File: src/rtl/bk_pkg.sv
`timescale 1ns/1ps
package bk_pkg;

  typedef enum logic {
    MODE_CONV = 1'b0,
    MODE_GEN  = 1'b1
  } mode_e;

  localparam logic [1:0] CODE_NEG  = 2'b00;
  localparam logic [1:0] CODE_ZERO = 2'b01;
  localparam logic [1:0] CODE_BAD  = 2'b10;
  localparam logic [1:0] CODE_POS  = 2'b11;

  // Illegal code is folded onto the zero digit
  function automatic logic [1:0] fix_code(input logic [1:0] c);
    return (c == CODE_BAD) ? CODE_ZERO : c;
  endfunction

  // Signed digit of a stage code
  function automatic logic signed [1:0] code_digit(input logic [1:0] c);
    logic [1:0] f;
    f = fix_code(c);
    case (f)
      CODE_NEG: return -2'sd1;
      CODE_POS: return 2'sd1;
      default:  return 2'sd0;
    endcase
  endfunction

  // Raw random bit of a stage code
  function automatic logic raw_bit(input logic [1:0] c);
    logic [1:0] f;
    f = fix_code(c);
    return f[0] ^ f[1];
  endfunction

  function automatic logic is_bad(input logic [1:0] c);
    return c == CODE_BAD;
  endfunction

endpackage

File: src/rtl/bk_rsd_corr.sv
`timescale 1ns/1ps
module bk_rsd_corr
  import bk_pkg::*;
#(
  parameter int NSTG = 8
) (
  input  logic                 clk,
  input  logic                 rst_n,
  input  logic [2*NSTG-1:0]    codes,
  output logic [NSTG:0]        sum
);
  localparam int OUT_W = NSTG + 1;

  logic [NSTG-1:0][1:0] aligned;

  // Stage i is delayed by NSTG+1-i clocks, so every stage lands on the
  // same edge for one sample and the adder output is registered once more
  // in the output selector: NSTG+1 clocks from stage 0 to the bus.
  for (genvar i = 0; i < NSTG; i++) begin : g_chain
    localparam int D = NSTG + 1 - i;
    logic [D-1:0][1:0] chain;
    always_ff @(posedge clk) begin
      if (!rst_n) begin
        chain <= {D{CODE_ZERO}};
      end else begin
        chain <= {chain[D-2:0], fix_code(codes[2*i +: 2])};
      end
    end
    assign aligned[i] = chain[D-1];
  end

  function automatic logic signed [OUT_W-1:0] weigh(input logic [1:0] c, input int sh);
    logic signed [1:0]       d;
    logic signed [OUT_W-1:0] ext;
    d   = code_digit(c);
    ext = {{(OUT_W-2){d[1]}}, d};
    return ext <<< sh;
  endfunction

  logic signed [OUT_W-1:0] acc;
  always_comb begin
    acc = '0;
    for (int i = 0; i < NSTG; i++) begin
      acc = acc + weigh(aligned[i], NSTG - 1 - i);
    end
  end
  assign sum = acc;

endmodule

File: src/rtl/bk_rng_post.sv
`timescale 1ns/1ps
module bk_rng_post
  import bk_pkg::*;
#(
  parameter int NSTG = 8,
  parameter int GRP  = 4
) (
  input  logic              clk,
  input  logic              rst_n,
  input  logic              gen_on,
  input  logic [2*NSTG-1:0] codes,
  output logic [NSTG-1:0]   word,
  output logic              word_done
);
  localparam int CHUNK = NSTG / GRP;
  localparam int CW    = (GRP > 2) ? $clog2(GRP) : 1;
  localparam int KEEP  = NSTG - CHUNK;
  localparam logic [CW-1:0] LAST = CW'(GRP - 1);

  logic [NSTG-1:0]  raw;
  logic [CHUNK-1:0] par;
  logic [KEEP-1:0]  shreg;
  logic [CW-1:0]    cnt;
  logic [NSTG-1:0]  word_next;

  for (genvar i = 0; i < NSTG; i++) begin : g_raw
    assign raw[i] = raw_bit(codes[2*i +: 2]);
  end

  // One parity bit per group of GRP neighbouring stages
  for (genvar g = 0; g < CHUNK; g++) begin : g_par
    assign par[g] = ^raw[g*GRP +: GRP];
  end

  assign word_next = {shreg, par};
  assign word      = word_next;
  assign word_done = gen_on && (cnt == LAST);

  always_ff @(posedge clk) begin
    if (!rst_n || !gen_on) begin
      shreg <= '0;
      cnt   <= '0;
    end else begin
      shreg <= word_next[KEEP-1:0];
      cnt   <= (cnt == LAST) ? '0 : cnt + 1'b1;
    end
  end

  a_r7_one_shot: assert property (@(posedge clk) disable iff (!rst_n)
    word_done |=> !word_done);

endmodule

File: src/rtl/bk_out_sel.sv
`timescale 1ns/1ps
module bk_out_sel #(
  parameter int NSTG = 8
) (
  input  logic              clk,
  input  logic              rst_n,
  input  logic              gen_now,
  input  logic [NSTG:0]     conv_sum,
  input  logic              conv_ok,
  input  logic [NSTG-1:0]   rng_word,
  input  logic              rng_done,
  output logic [NSTG:0]     out_data,
  output logic              out_valid,
  output logic              out_gen
);
  logic          take;
  logic [NSTG:0] pick;

  assign take = gen_now ? rng_done : conv_ok;
  assign pick = gen_now ? {1'b0, rng_word} : conv_sum;

  always_ff @(posedge clk) begin
    if (!rst_n) begin
      out_data  <= '0;
      out_valid <= 1'b0;
      out_gen   <= 1'b0;
    end else begin
      out_valid <= take;
      out_gen   <= gen_now;
      if (take) out_data <= pick;
    end
  end

  a_r6_top_clear: assert property (@(posedge clk) disable iff (!rst_n)
    (out_valid && out_gen) |-> (out_data[NSTG] == 1'b0));

  // Sum of NSTG unit digits never reaches the most negative code
  a_r3_no_min: assert property (@(posedge clk) disable iff (!rst_n)
    (out_valid && !out_gen) |-> (out_data != {1'b1, {NSTG{1'b0}}}));

  a_r10_hold: assert property (@(posedge clk) disable iff (!rst_n)
    !take |=> $stable(out_data));

endmodule

File: src/rtl/dm_backend.sv
`timescale 1ns/1ps
module dm_backend
  import bk_pkg::*;
#(
  parameter int NSTG = 8,
  parameter int GRP  = 4
) (
  input  logic              clk,
  input  logic              rst_n,
  input  logic              gen_sel,
  input  logic [2*NSTG-1:0] stage_codes,
  output logic [NSTG:0]     out_data,
  output logic              out_valid,
  output logic              code_err
);
  localparam int RUN_MAX = NSTG + 2;
  localparam int RUN_W   = $clog2(RUN_MAX + 1);
  localparam logic [RUN_W-1:0] FULL = RUN_W'(RUN_MAX);

  mode_e            mode;
  logic             gen_now;
  logic [RUN_W-1:0] run_q;
  logic [RUN_W-1:0] run_n;
  logic             conv_ok;
  logic             bad_any;
  logic             err_q;
  logic [NSTG:0]    conv_sum;
  logic [NSTG-1:0]  rng_word;
  logic             rng_done;
  logic             out_gen;

  assign mode    = mode_e'(gen_sel);
  assign gen_now = (mode == MODE_GEN);

  // Count of consecutive convert edges, this edge included
  assign run_n   = gen_now ? '0 : ((run_q == FULL) ? FULL : run_q + 1'b1);
  assign conv_ok = !gen_now && (run_n == FULL);

  always_ff @(posedge clk) begin
    if (!rst_n) run_q <= '0;
    else        run_q <= run_n;
  end

  always_comb begin
    bad_any = 1'b0;
    for (int i = 0; i < NSTG; i++) begin
      bad_any = bad_any | is_bad(stage_codes[2*i +: 2]);
    end
  end

  always_ff @(posedge clk) begin
    if (!rst_n) err_q <= 1'b0;
    else        err_q <= err_q | bad_any;
  end
  assign code_err = err_q;

  bk_rsd_corr #(.NSTG(NSTG)) u_corr (
    .clk   (clk),
    .rst_n (rst_n),
    .codes (stage_codes),
    .sum   (conv_sum)
  );

  bk_rng_post #(.NSTG(NSTG), .GRP(GRP)) u_rng (
    .clk       (clk),
    .rst_n     (rst_n),
    .gen_on    (gen_now),
    .codes     (stage_codes),
    .word      (rng_word),
    .word_done (rng_done)
  );

  bk_out_sel #(.NSTG(NSTG)) u_sel (
    .clk       (clk),
    .rst_n     (rst_n),
    .gen_now   (gen_now),
    .conv_sum  (conv_sum),
    .conv_ok   (conv_ok),
    .rng_word  (rng_word),
    .rng_done  (rng_done),
    .out_data  (out_data),
    .out_valid (out_valid),
    .out_gen   (out_gen)
  );

  a_r9_err_sticky: assert property (@(posedge clk) disable iff (!rst_n)
    code_err |=> code_err);

  a_r11_switch_blank: assert property (@(posedge clk) disable iff (!rst_n)
    !$stable(gen_sel) |=> !out_valid);

  a_r4_conv_mode: assert property (@(posedge clk) disable iff (!rst_n)
    (out_valid && !out_gen) |-> !$past(gen_sel));

endmodule

File: config.mk
export PLATFORM = sky130hd
export DESIGN_NAME = dm_backend
export DESIGN_NICKNAME = d
export VERILOG_FILES = /design/src/rtl/bk_pkg.sv /design/src/rtl/bk_rsd_corr.sv /design/src/rtl/bk_rng_post.sv /design/src/rtl/bk_out_sel.sv /design/src/rtl/dm_backend.sv
export SDC_FILE = /design/constraint.sdc
export NUM_CORES = 1
export LEC_CHECK = 0
export CAP_MARGIN = 20
export CORE_MARGIN = 2
export CORE_UTILIZATION = 46
export CTS_CLUSTER_SIZE = 25
export DETAILED_ROUTE_END_ITERATION = 12
export PLACE_DENSITY = 0.74
export SYNTH_ARGS = -nofsm -noshare
export SYNTH_HDL_FRONTEND = slang
export SYNTH_HIERARCHICAL = 1
export SYNTH_SLANG_ARGS = --single-unit
File: constraint.sdc
create_clock -name clk -period 4.75 [get_ports clk]
set_input_delay 0.475 -clock clk [delete_from_list [all_inputs] [get_ports clk]]
set_output_delay 0.475 -clock clk [all_outputs]
set_load 0.02 [all_outputs]
# Word-level counts from Yosys, hierarchy flattened
# Index checks and enable logic that the tools add are counted.
# totals
register_bits	111
# op_classes
n_reduce_logical	16
addsub	9
n_mux	28
bitwise_logic	16
n_eq_ne	27
# op_table
op	count
$eq A2 B2 Y1 const B	25
$mux W2	16
$pmux W2 S2	8
$logic_not A2 Y1	8
$add A9 B2 Y9	1
$add A9 B3 Y9	1
$add A9 B4 Y9	1
$add A9 B5 Y9	1
$add A9 B6 Y9	1
$add A9 B7 Y9	1
$add A9 B8 Y9	1
$mux W9	1
$eq A4 B4 Y1 const B	2
$mux W4	2
$or A1 B1 Y1	8
$reduce_xor A4 Y1	2
$xor A1 B1 Y1	8
$add A4 B1 Y4 const B	1
$add A2 B1 Y2 const B	1
$logic_and A1 B1 Y1	2
$logic_not A1 Y1	2
$reduce_or A2 Y1	1
$logic_or A1 B1 Y1	1
$mux W1	1

# Depth between registers and ports, before layout
# Gate-level depths: netlist (run 1).
# depth
word_depth	12
ltp_mapped	18

# Hierarchy
# The synthesis (run 1) kept the hierarchy.
# by_module_without_submodules
module	area_per_inst_um2	cells_each	instances	seq_area_each_um2
bk_rsd_corr	3330.7	299	1	1761.7
bk_out_sel	480.5	45	1	220.2
bk_rng_post	355.3	33	1	160.2
dm_backend	325.3	38	1	100.1

# Least setup slack after synthesis (run 1)
# No wires, ideal clock.
# synth_path
path_kind	reg2reg
startpoint	register u_corr.g_chain[7].chain, in the netlist u_corr/aligned[14]
endpoint	register u_sel.out_data[8]
stages_incl_launch_ff	16
required_ps	4690
path_buffers	0
arrival_time_ps	3812
slack_ps	879
cell_sequence	dfxtp_1 inv_1 ha_1 inv_1 fa_1 fa_1 fa_1 inv_1 fa_1 ha_1 a21oi_1 xnor2_1 xnor2_1 nand2_1 o22ai_1 and2_1
# synth_via
elab_chain_cells	6
elab_cells_between_ends	7
cone_classes	1 x add/sub; 2 x eq/ne; 3 x mux; 1 x reduce/logical
# synth_rtl
item	line	source
from (decl)	bk_rsd_corr.sv:21	logic [D-1:0][1:0] chain;
from (signal assigned)	bk_rsd_corr.sv:24	chain <= {D{CODE_ZERO}};
from (signal assigned)	bk_rsd_corr.sv:26	chain <= {chain[D-2:0], fix_code(codes[2*i +: 2])};
$eq A2 B2 Y1	bk_pkg.sv:16	return (c == CODE_BAD) ? CODE_ZERO : c;
$mux W2 *	bk_pkg.sv:16	
$eq A2 B2 Y1 / $logic_not A2 Y1 (equally long branches)	bk_pkg.sv:23	case (f)
$pmux W2 S2 *	bk_pkg.sv:23	
$add A9 B2 Y9 *	bk_rsd_corr.sv:44	acc = acc + weigh(aligned[i], NSTG - 1 - i);
net conv_sum[8]	dm_backend.sv:27	logic [NSTG:0] conv_sum;
$mux W9 *	bk_out_sel.sv:20	assign pick = gen_now ? {1'b0, rng_word} : conv_sum;
to (signal assigned)	bk_out_sel.sv:30	if (take) out_data <= pick;
to (decl)	bk_out_sel.sv:12	output logic [NSTG:0] out_data,
# The timed path passes the listed nets; every way through them passes the cells marked *.
# A chain may end at the register's enable or synchronous reset.

# Worst setup path after layout (run 1)
# Same ends and word-level chain as after synthesis.

==> results of run 1 <==
-- critical path, stage by stage, from the launching register on --
cell	delay, ps
dfxtp_1	320
inv_1	50
ha_1	230
inv_1	200
fa_1	480
fa_1	530
fa_1	550
inv_1	60
fa_1	470
ha_1	330
a21oi_1	190
xnor2_1	170
xnor2_1	150
nand2_1	70
o22ai_1	130
and2_1	130
-- metrics by stage --
| step | worst slack, ps | power (mW) | hold slack, ps |
|---|---|---|---|
| after floorplan | 879 | 1.05 | 386 |
| after global placement | 800 | 1.09 | 388 |
| after detailed placement | 668 | 1.09 | 391 |
| after CTS | 620 | 1.69 | 415 |
| after global routing | 444 | 1.75 | 430 |
| final | 646 | 1.67 | 413 |
-- routing by layer --
layer / track usage (%) / share of wire [%]
met1: 14.1 / 45
met2: 23.3 / 50
met3: 3.53 / 3.4
met4: 6.46 / 1.8
met5: 0 / 0
-- sequential cells by signal (all words and copies together) (netlist names) --
signal / flops
u_sel/out_valid: 1
u_rng/shreg: 6
u_rng/cnt: 2
u_corr/aligned: 16
u_corr/g_chain.chain: 72
u_sel/out_data: 9
run_q: 4
code_err: 1
-- how the worst max path moves through the flow --
stage	start	endpoint	slack [ps]	depth (start not counted)
floorplan	u_corr/aligned[14]	u_sel/out_data[8]	880	15
global placement	u_corr/aligned[14]	u_sel/out_data[8]	800	15
detailed placement	u_corr/aligned[14]	u_sel/out_data[8]	670	15
CTS	u_corr/aligned[14]	u_sel/out_data[8]	620	15
global route	u_corr/aligned[14]	u_sel/out_data[8]	440	15
finish	u_corr/aligned[14]	u_sel/out_data[8]	650	15
-- power groups by stage --
stage                     sequential [mW]  clock, mW  combinational, mW
final                               0.954      0.599              0.116
after global placement              0.975          0              0.114
after global routing                0.957      0.659              0.130
after floorplan                     0.975          0             0.0749
after detailed placement            0.976          0              0.118
after CTS                           0.954      0.621              0.118
-- layout make-up --
cell class	count	area, sq um
Sequential cell	111	2220
Tap cell	129	161
Fill cell	808	4230
Timing Repair Buffer	31	300
Clock buffer	9	124
Clock inverter	7	105
Multi-Input combinational cell	234	1970
Inverter	56	210
==> flow_summary_export.csv, run 1 <==
group,metric,value,unit
routing,vias_per_cell,4.47,
place,place_inst,561,
timing,setup_tns,0,ps
outcome,status,"finished clean",
finish,stdcell_area,5090,sq um
clocking,cts.sinks,111,
place,io_buffers,29,
logic_synthesis,avgSynthCellArea,10.8,sq um
clocking,cts_tree,"built",
power_and_ir_drop,vdd_drop_max,0.179,mV
logic_synthesis,syn_nets,474,
routing,drc,0,
finish,drive_gt1_share,5.58,%
power_and_ir_drop,seq_power_share,57.2,%
power_and_ir_drop,intPower,1.27,mW
routing,dr_total_vias,2581,
timing,tightestPinTransition,572,ps
worst_setup_path,start_kind,"register",
worst_setup_path,worstSetupEndpointType,"register",
timing,skew,13.6,ps
place,dp_hpwl,4.47,mm
logic_synthesis,syn_inst,413,
global_route,gr-total-overflow,0,
worst_setup_path,reg2regPathDepth,15,
worst_hold_path,hp-class,"reg -> reg",
clocking,cts.repair.resized,0,
finish,nNetsFinal,504,
power_and_ir_drop,leakagePower,2.33,nW
timing,finalHoldViolCount,0,
worst_setup_path,arrival,4410,ps
finish,layout_common_cells,"dfxtp_1, inv_1, and2_1",
worst_setup_path,regToRegSetupSlack,650,ps
timing,setup_viol,0,
worst_setup_path,path_max_fanout,4,
run,cap_violations,0,
die,core_area,9330,sq um
power_and_ir_drop,switchingPower,0.401,mW
finish,antenna_cells,0,
power_and_ir_drop,power_frac_clock,35.9,%
die,placement_rows,35,
worst_setup_path,cp.required,5060,ps
global_route,grt_max_degree,72,
timing,grt_setup_unrepaired,"false",
place,gp_congestion,0.802,
worst_setup_path,r2r-end,"u_sel/out_data[8]",
global_route,first_global_vias,2537,
clocking,htreeDepth,3,
routing,drt_pass1_iterations,4,
global_route,antenna_found_initial,0,
clocking,clk_latency,360,ps
power_and_ir_drop,switching_share,24.0,%
die,start_util,47.9,%
finish,final_util,54.6,%
die,dieArea,10500,sq um
timing,slew_headroom,61.9,%
finish,area_growth,14.1,%
timing,drv_slew,0,
timing,fin_crit_sh,86.4,%
die,io_pins,30,
timing,min_period,4100,ps
timing,clock.fmax,244,MHz
logic_synthesis,syn-cell-area,4470,sq um
clocking,cts_buffer_depth,2,
routing,drtIter0Drc,98,
worst_setup_path,critPathKind,"reg -> reg",
clocking,postCtsHoldBufs,0,
worst_hold_path,hold_end,"u_corr/aligned[8]",
worst_hold_path,hold_start,"u_corr/g_chain[4].chain[6]",
logic_synthesis,synth_warnings,6,
routing,wl_per_cell,10.5,microns
die,die_w,103,microns
global_route,grt_pass1_wl,10.5,mm
place,postPlaceCellArea,4860,sq um
clocking,clockRootBuffer,"clkbuf_8",
power_and_ir_drop,p_per_area,328,nW/um^2
clocking,cts.reportedPaths.clkPinSlew,110,ps
die,dieHeight,103,microns
routing,postRouteAntennaNets,0,
clocking,cts_made_buffers,9,
routing,routed_wl,6.07,mm
clocking,post-cts-setup-buffer-count,0,
finish,final_cells,577,
worst_hold_path,whs_path_depth,1,
power_and_ir_drop,p_comb_share,6.9,%
global_route,grtUsageTotal,13.0,%
worst_setup_path,r2r_start,"u_corr/aligned[14]",
finish,final_common_cell,"dfxtp_1",
No activity file was read; power rests on OpenSTA's default activity.
==> inputs of run 2 (changes only) <==
--- a/config.mk
+++ b/config.mk
@@ -10,7 +10,7 @@
 export CORE_UTILIZATION = 46
 export CTS_CLUSTER_SIZE = 25
 export DETAILED_ROUTE_END_ITERATION = 12
-export PLACE_DENSITY = 0.74
+export PLACE_DENSITY = 0.76
 export SYNTH_ARGS = -nofsm -noshare
 export SYNTH_HDL_FRONTEND = slang
 export SYNTH_HIERARCHICAL = 1
==> constraint.sdc (replaced) <==
create_clock -name clk -period 3.65 [get_ports clk]
set_input_delay 0.365 -clock clk [delete_from_list [all_inputs] [get_ports clk]]
set_output_delay 0.365 -clock clk [all_outputs]
set_load 0.02 [all_outputs]
==> flow_summary_export.csv, run 2 (synthesis gave the netlist of run 1 again) <==
group,metric,value,unit
outcome,status,"finished, violations left",
outcome,violations,"negative setup slack",
worst_setup_path,path_max_fanout,2,
finish,largest_register,"u_corr/g_chain.chain",
global_route,gr-total-overflow,0,
worst_hold_path,hp-class,"reg -> reg",
finish,multiInputGateArea,2110,sq um
run,cap_violations,0,
worst_setup_path,cp.required,3970,ps
place,io_buffers,29,
worst_setup_path,crit_slowest_cell,"fa_1",
global_route,grt_max_degree,46,
worst_setup_path,critPathKind,"reg -> reg",
die,die_w,103,microns
place,gp_congestion,0.820,
clocking,clk_latency,370,ps
finish,final_util,57.2,%
routing,wl_per_cell,11.4,microns
timing,finalHoldViolCount,0,
routing,postRouteAntennaNets,0,
worst_hold_path,hold_start,"u_corr/g_chain[3].chain[6]",
timing,setup_viol,2,
routing,drt_pass1_iterations,4,
clocking,cts_buffer_depth,2,
routing,routed_wl,6.77,mm
worst_setup_path,arrival,4120,ps
timing,fin_crit_sh,104,%
worst_setup_path,r2r_start,"u_corr/aligned[5]",
power_and_ir_drop,p_per_area,400,nW/um^2
die,io_pins,30,
clocking,cts.sinks,111,
routing,drc,0,
place,dp_hpwl,4.79,mm
place,place_ws,-187,ps
global_route,grt_pass1_wl,11.5,mm
finish,drive_gt1_share,16.4,%
clocking,postCtsHoldBufs,0,
worst_setup_path,crit_path_cell_trace,"inv_1 > ha_2 > fa_1 > fa_1 > inv_1 > fa_1 > inv_1 > ha_4 > ha_1 > a21o_1 > a21oi_2 > xnor2_1 > xnor2_1 > nand2_1 > o22ai_1 > and2_1",
die,placement_rows,35,
clocking,htreeDepth,3,
clocking,cts_made_buffers,9,
timing,skew,14.8,ps
worst_setup_path,start_kind,"register",
global_route,first_global_vias,2656,
routing,drtIter0Drc,57,
die,dieArea,10500,sq um
finish,fillers,784,
timing,min_period,3800,ps
finish,layout_common_cells,"dfxtp_1, inv_1, and2_1",
die,dieHeight,103,microns
power_and_ir_drop,vdd_drop_max,0.242,mV
global_route,antenna_found_initial,0,
clocking,cts.reportedPaths.clkPinSlew,110,ps
worst_hold_path,whs_path_depth,1,
die,core_area,9330,sq um
timing,drv_slew,0,
timing,slew_headroom,52.9,%
worst_setup_path,crit_start,"u_corr/aligned[5]",
worst_setup_path,crit_path_max_incr_delay,530,ps
finish,nNetsFinal,519,
routing,dr_total_vias,2669,
worst_setup_path,worstSetupEndpointType,"register",
routing,vias_per_cell,4.51,
clocking,cts_tree,"built",
worst_setup_path,reg2regPathDepth,16,
die,start_util,47.9,%
place,postPlaceCellArea,5000,sq um
finish,antenna_cells,0,
finish,final_common_cell,"dfxtp_1",
finish,largest_reg_flops,72,
clocking,clockRootBuffer,"clkbuf_8",
timing,grt_setup_unrepaired,"true",
finish,stdcell_area,5330,sq um
finish,regArea,2230,sq um
timing,setup_slack,-152,ps
power_and_ir_drop,leakagePower,2.38,nW
global_route,grtUsageTotal,14.1,%
timing,tightestPinTransition,707,ps
timing,clock.fmax,263,MHz
finish,area_growth,19.4,%
## run 2: final cells by class
class,count,area share [%]
clock buffer,9,2.32
clock inverter,7,1.64
inverter,56,3.94
multi-input combinational,234,39.5
sequential,111,41.8
tap,129,3.03
timing repair buffer,46,7.82
## run 2: path summary, 6_finish.rpt
| kind | endpoint | slack [ps] |
|---|---|---|
| max | u_sel/out_data[8] | -150 |
| min | u_corr/g_chain[3].chain[8] | 420 |
| max reg2reg | u_sel/out_data[8] | -150 |
| min reg2reg | u_corr/g_chain[3].chain[8] | 420 |
## run 2: what timing repair did
| action | in CTS | in global routing |
|---|---|---|
| endpoints found under the setup margin | 3 | 3 |
| gates resized for setup | 14 | 19 |
| setup buffers | 1 | 1 |
| pin swaps | 12 | 8 |
## run 2: layer usage
layer  track usage [%]  share of wire [%]  wire length [microns]
met1              15.9                 44                   2960
met2              25.3                 50                   3420
met3              3.80                3.4                    230
met4              5.54                2.3                    159
met5                 0                  0                      0
## run 2: report_power, final
group	total (mW)	internal [mW]	switching [mW]
logic	0.167	0.0814	0.0856
clock network	0.725	0.278	0.447
registers	1.24	1.23	0.00756
## run 2: worst max-delay path, delay by kind of cell, from the launching register on
family	cells	cell delay [ps]
and+or+nand+nor	2	220
DFF	1	320
AOI/OAI and AO/OA	3	500
buffers and inverters	3	170
adders and majority gates	6	2270
xor gates and xnor gates	2	280
## run 2: per-stage QoR
stage	hold slack [ps]	total power, mW	TNS, ps	cells
after floorplan	386	1.37	0	413
after global placement	388	1.42	-43.0	574
after detailed placement	391	1.43	-264	574
after CTS	418	2.16	-66.4	591
after global routing	425	2.23	-563	592
final	417	2.13	-196	592
